--- config.mk ---
export PLATFORM = sky130hd
export DESIGN_NAME = ab_pred_cost
export DESIGN_NICKNAME = d
export VERILOG_FILES = /design/src/rtl/ab_pred_cost.sv
export SDC_FILE = /design/constraint.sdc
export NUM_CORES = 2
export LEC_CHECK = 0
export BUFFER_PORTS_ARGS = -buffer_cell sky130_fd_sc_hd__buf_4
export CORE_AREA = 4 4 369 371
export CTS_CLUSTER_DIAMETER = 40
export CTS_CLUSTER_SIZE = 25
export DETAILED_ROUTE_END_ITERATION = 6
export DIE_AREA = 0 0 373 375
export PLACE_DENSITY = 0.66
export SETUP_SLACK_MARGIN = 0.2
export SYNTH_ARGS = -nofsm -noshare
export SYNTH_HDL_FRONTEND = slang
export SYNTH_SLANG_ARGS = --single-unit
--- constraint.sdc ---
create_clock -name clk -period 15.5 [get_ports clk]
set_input_delay 1.55 -clock clk [delete_from_list [all_inputs] [get_ports clk]]
set_output_delay 1.55 -clock clk [all_outputs]
set_load 0.01 [all_outputs]
--- src/rtl/ab_pred_cost.sv ---
module ab_pred_cost #(
  parameter int W         = 16,
  parameter int KF        = 16,
  parameter int K1        = 62259,
  parameter int K2        = 328,
  parameter int INV_ROOT3 = 37837,
  localparam int CW       = W + 3
) (
  input  logic                  clk,
  input  logic                  rst_n,
  input  logic                  smp_stb,
  input  logic signed [W-1:0]   ia,
  input  logic signed [W-1:0]   ib,
  input  logic signed [W-1:0]   ic,
  input  logic signed [W-1:0]   ref_al,
  input  logic signed [W-1:0]   ref_be,
  input  logic signed [W-1:0]   vdc,
  output logic [7:0][CW-1:0]    cost,
  output logic                  cost_vld
);

  localparam int WP = W + KF + 6;
  localparam int T3 = (2**KF + 1) / 3;
  localparam logic [23:0] SWTAB = {3'b111, 3'b101, 3'b001, 3'b011,
                                   3'b010, 3'b110, 3'b100, 3'b000};

  typedef logic signed [WP-1:0] wide_t;

  wide_t n_al, n_be, n_u, n_w;
  wide_t s1_al, s1_be, s1_u, s1_w, s1_ra, s1_rb;
  wide_t s2_ka, s2_kb, s2_gu, s2_gw, s2_ra, s2_rb;
  logic  s1_v, s2_v;
  logic [7:0][CW-1:0] c_nx;

  assign n_al = ((WP'(ia) <<< 1) - WP'(ib) - WP'(ic)) * WP'(T3);
  assign n_be = (WP'(ib) - WP'(ic)) * WP'(INV_ROOT3);
  assign n_u  = WP'(vdc) * WP'(T3);
  assign n_w  = WP'(vdc) * WP'(INV_ROOT3);

  always_ff @(posedge clk or negedge rst_n) begin
    if (!rst_n) begin
      s1_v  <= 1'b0;
      s1_al <= '0;
      s1_be <= '0;
      s1_u  <= '0;
      s1_w  <= '0;
      s1_ra <= '0;
      s1_rb <= '0;
    end else begin
      s1_v <= smp_stb;
      if (smp_stb) begin
        s1_al <= n_al >>> KF;
        s1_be <= n_be >>> KF;
        s1_u  <= n_u >>> KF;
        s1_w  <= n_w >>> KF;
        s1_ra <= WP'(ref_al);
        s1_rb <= WP'(ref_be);
      end
    end
  end

  always_ff @(posedge clk or negedge rst_n) begin
    if (!rst_n) begin
      s2_v  <= 1'b0;
      s2_ka <= '0;
      s2_kb <= '0;
      s2_gu <= '0;
      s2_gw <= '0;
      s2_ra <= '0;
      s2_rb <= '0;
    end else begin
      s2_v <= s1_v;
      if (s1_v) begin
        s2_ka <= (s1_al * WP'(K1)) >>> KF;
        s2_kb <= (s1_be * WP'(K1)) >>> KF;
        s2_gu <= (s1_u * WP'(K2)) >>> KF;
        s2_gw <= (s1_w * WP'(K2)) >>> KF;
        s2_ra <= s1_ra;
        s2_rb <= s1_rb;
      end
    end
  end

  for (genvar k = 0; k < 8; k++) begin : g_st
    localparam logic [2:0] SB = SWTAB[3*k +: 3];
    localparam int CA = 2 * int'(SB[2]) - int'(SB[1]) - int'(SB[0]);
    localparam int CB = int'(SB[1]) - int'(SB[0]);
    wide_t pa, pb, ea, eb, ma, mb;
    assign pa = s2_ka + s2_gu * WP'(CA);
    assign pb = s2_kb + s2_gw * WP'(CB);
    assign ea = s2_ra - pa;
    assign eb = s2_rb - pb;
    assign ma = ea[WP-1] ? -ea : ea;
    assign mb = eb[WP-1] ? -eb : eb;
    assign c_nx[k] = CW'(ma + mb);
  end

  always_ff @(posedge clk or negedge rst_n) begin
    if (!rst_n) begin
      cost     <= '0;
      cost_vld <= 1'b0;
    end else begin
      cost_vld <= s2_v;
      if (s2_v) cost <= c_nx;
    end
  end

endmodule

# --- Yosys cells after proc, flatten, opt, wreduce, memory -nomap -nowiden ---
# Index checks and enable logic that the tools add are counted.
word_totals:
  reg_bits: 335
  word_cells: 73
  in_bits: 99
classes:
  n_addsub: 35
  mul: 8
  mux: 8
ops:
  columns: ["operator", "n"]
  rows:
  - ["$mux 19", 8]
  - ["$neg 19->19", 8]
  - ["$add 19x19->19", 7]
  - ["$add 22x38->38", 3]
  - ["$sub 16x38->38", 3]
  - ["$sub 16x23->24", 3]
  - ["$add 22x11->23", 2]
  - ["$sub 16x22->23", 2]
  - ["$neg 10->38", 1]
  - ["$neg 11->38", 1]
  - ["$neg 10->37", 1]
  - ["$mul 19x17->36 const B", 1]
  - ["$mul 18x17->35 const B", 1]
  - ["$mul 19x16->35 const B", 1]
  - ["$mul 17x17->34 const B", 1]
  - ["$mul 16x17->33 const B", 1]
  - ["$mul 16x16->32 const B", 1]
  - ["$mul 17x7->24 const B", 1]
  - ["$add 22x10->23", 1]
  - ["$mul 16x7->23 const B", 1]
  - ["$sub 18x16->19", 1]
  - ["$sub 17x16->18", 1]
  - ["$sub 16x16->17", 1]

# --- Depth between registers and ports, before layout ---
depth:
  depth_word: 6
  ltp_mapped: 38
  mapped_depth_nobuf: 38

# --- Least setup slack after synthesis ---
# OpenSTA, ideal clock, no wires.
synth_timing:
  path_type: "input to register"
  from: "in ib[0]"
  to: "reg s1_be[17] (netlist name)"
  arrival_time_ns: 9.743
  slack_ns: 5.632
  setup_ns: 0.125
  n_path_buf: 1
  required_time_ns: 15.375
  path_stages: 33
  cell_sequence: "inv_1 > ha_1 > inv_1 > fa_1 > nand2b_1 > a21oi_1 > o21ba_2 > o2111ai_1 > a31oi_1 > or2_2 > o31ai_2 > clkbuf_1 > ha_1 > fa_1 > inv_1 > fa_1 > fa_1 > fa_1 > inv_1 > fa_1 > ha_1 > and3_1 > a21oi_1 > o211a_1 > o211ai_1 > and3_1 > a211oi_1 > o31ai_1 > a21oi_1 > nor2_1 > a211oi_1 > xnor2_1 > mux2_2"
synth_between:
  elab_chain_cells: 2
synth_lines:
  columns: ["element", "line", "source"]
  rows:
  - ["start: declaration", "13", "input logic signed [W-1:0] ib,"]
  - ["$sub 16x16->17", "36", "assign n_be = (WP'(ib) - WP'(ic)) * WP'(INV_ROOT3);"]
  - ["$mul 17x17->34", "36", null]
# No other way between the ends.
# A chain may end at the register's enable or synchronous reset.

# --- Worst setup path in the final report ---
layout_timing:
  from: "in ic[2]"
  to: "reg s1_al[18] (netlist name)"
layout_between:
  elab_chain_cells: 2
layout_lines:
  columns: ["element", "line", "source"]
  rows:
  - ["start: declaration", "14", "input logic signed [W-1:0] ic,"]
  - ["$sub 18x16->19", "35", "assign n_al = ((WP'(ia) <<< 1) - WP'(ib) - WP'(ic)) * WP'(T3);"]
  - ["$mul 19x16->35", "35", null]
# No other way between the ends.

==> key figures <==
Run status
  • Outcome: completed

GRT
  • Total GRT Usage: 0.239
  • First-pass GRT wire length: 270,000 um
  • Gr ovfl total: 0
  • Largest net degree at the start of global routing: 104
  • Number of global-route vias before repair: between 40k and 50k
  • Antenna violations before repair: 2

Critical path
  • Crit Path Category: input port to register
  • CP max-delay cell: xnor2_1
  • Max FO, Critical Path: 8
  • Crit start category: input port
  • Critical path's largest stage delay: approximately 800 ps
  • Buf+Inv Stages, Crit Path: 6
  • CP top delay family: compound AO/OA/AOI/OAI gates
  • Worst setup EP type: register
  • Worst EP arrival: ~11,000 ps
  • Cell mode on critical path: fa_1
  • Required time of the worst setup path: about 16,000 ps

Routing
  • Wirelength per Cell: ~18 um
  • Antenna viol nets, final: 0
  • Number of DRC markers in iteration 0: 2,441
  • Residual DRC count: 0
  • Via count: 48.4k
  • 1st-pass router iterations: 5
  • Vias per Instance: between 5 and 6
  • Final wirelength: 166,000 um

Layout
  • Register area: a little over 8000 sq um
  • Multi-input gate area: just over 50,000 sq um
  • Fill count: roughly 12k
  • Final Util: 0.543
  • Layout cell share with drive strength beyond 1: 0.0900
  • Highest-count cells in the layout ignoring fill and taps: 1,501 x inv_1, 1,157 x ha_1, 828 x fa_1
  • Final #Nets: slightly above 9k
  • Commonest non-fill, non-tap cell in the layout: inv_1
  • Final Instance Count excl. Fillers: approximately 9k
  • P&R area growth vs syn: 9.49%

STA
  • Actual slew at the worst max-slew pin: between 1000 and 1500 ps
  • Max Slew Vio Count: 0
  • Final setup fails: 0
  • Crit path time final: about 10,000 ps
  • Tcrit/Tclk final: 0.648
  • Achievable clock frequency: ~0.1 GHz
  • Slew margin rel.: 0.150
  • Fin. Hold Viols: 0
  • Setup TNS: 0 ps
  • RSZ-0062 raised after global routing: false
  • Clock skew: about 30 ps

Clock network
  • Clock buffer depth: 3
  • Root buf cell: clkbuf_16
  • Clk Latency, worst-skew pair: 630 ps
  • Hold-fix buffers, CTS: 0
  • H-Tree Level Count: 3
  • CTS tree: done
  • CTS resizes: 0
  • CTS Sinks: 329
  • Clk slew on worst S/H paths: ~50 ps
  • Setup Buffers After CTS: 0
  • CTS Buf Count: 68

Worst hold path
  • Hold Crit Class: register to register

Floorplanning
  • Std-Cell Rows: ~130
  • Starting Density: 0.496
  • Full die area: approximately 140,000 sq um
  • Die Width: roughly 370 um
  • Core area: approximately 130,000 sq um
  • I/O pin cnt: between 200 and 300
  • Die Ht: approximately 380 um

Logic synthesis
  • Synthesized flop and latch total: 329
  • Top cell type's share of synthesized area: 0.252
  • Post-synth top area cell: fa_1
  • Post-Syn Area: 65,900 sq um
  • Asr flop ratio synth: 1.00
  • Sequential fraction of the synthesis area: 0.125
  • Syn avg cell area: 9.42 sq um
  • Yosys Warn Count: 0
  • Area contributors post-synth: fa_1 25%, ha_1 22%, dfrtp_1 12%
  • Yosys cell types: 102
  • Post-synth EDFFs: 0
  • Ys flop type: dfrtp_1
  • Mapped Cells: 6,992
  • Syn Nets: a little over 9k

Place
  • Port bufs: roughly 250
  • Placed Cells: 8,937
  • Final HPWL from detailed placement: ~140,000 um
  • Placer's final routability congestion estimate: approximately 0.97

Job
  • MaxCap Viol Count: 0
worst register-to-register path, stage by stage, from the launching register on:
cell and delay (ps):
dfrtp_1 940, clkinv_1 670, buf_4 420, fa_1 680, inv_1 70, ha_1 400, and2_1 220, a21boi_0 100
a31oi_1 380, a41o_1 290, o41ai_2 90, nand2b_1 210, a211oi_4 560, nor2_1 110, xor2_1 260, ha_1 310
nor2b_1 140, o21a_1 180, o21ai_0 250, nand2b_1 160, a31o_2 280, a41o_1 270, or4_1 440, a31oi_1 260
o21ai_0 180, a31oi_1 230, xnor3_1 230, mux2_4 260
final cells by class:
class | count | area share
repair buffers | 282 | 0.0294
clock buffers | 83 | 0.0261
well taps | 1768 | 0.0307
inverters | 1505 | 0.0783
multi-input cells | 5053 | 0.715
flip-flops and latches | 329 | 0.114
diodes | 1 | 0.0000347
clock inverters | 40 | 0.00675
sequential cells by signal, summed over array words and instances, names as in the netlist:
signal    count
s2_ra        16
s1_w         17
s1_al        19
s2_ka        20
s1_ra        16
cost_vld      1
s2_gu        10
s1_u         16
s1_be        18
s1_rb        16
cost        132
s2_kb        19
s2_gw        11
s2_v          1
s2_rb        16
s1_v          1
cells in the mapped netlist (34+ instances only):
cell	number
xnor2_1	370
nor3_1	89
nor2_1	310
nor2b_1	65
xor2_1	170
ha_1	1157
o21ai_0	259
a21o_1	155
nand2b_1	48
o21a_1	57
nand2_1	274
clkbuf_1	73
a21oi_1	309
and3_1	40
a211oi_1	34
dfrtp_1	329
a31oi_1	49
inv_1	1502
or3_1	41
mux2_2	181
nand3_1	96
fa_1	828
o21bai_1	43
logic make-up after synthesis:
logic type,count (synthesis),synth area share
and+or+nand+nor,1101,0.0805
adders and majority gates,1985,0.471
AOI/OAI and AO/OA,1208,0.121
DFF,329,0.125
muxes,215,0.0362
buffers and inverters,1610,0.0929
xor gates and xnor gates,544,0.0732
through the flow:
step	hold WS [ps]	area (sq um)	setup WS, ps
4_1_cts	483	72100	5420
2_1_floorplan	352	65900	5630
3_3_place_gp	464	69800	4910
6_report	479	72100	5450
3_5_place_dp	471	69800	4770
5_1_grt	498	72100	4880
per-layer routing:
layer | track usage | share of wire | vias to the layer above
li1 | - | - | 23500
met5 | 0 | 0.000078 | -
met2 | 0.387 | 0.46 | 990
met1 | 0.333 | 0.47 | 23600
met3 | 0.0266 | 0.042 | 245
met4 | 0.0817 | 0.036 | 2
path summary, 6_finish.rpt:
kind	start	to	slack (ps)	cells after the start
worst max-delay path	ic[2]	s1_al[18]	5450	32
worst min-delay path	cost[61]	cost[61]	480	1
worst max register to register	s2_gu[9]	cost[113]	6800	27
worst min register to register	cost[61]	cost[61]	480	1
max in group asynchronous	rst_n	s2_v	12480	3
min in group asynchronous	rst_n	cost[63]	900	1
Power is left out: the tool's default activity adds up to more than one toggle a clock period on the data nets, which glitch-free logic cannot reach.
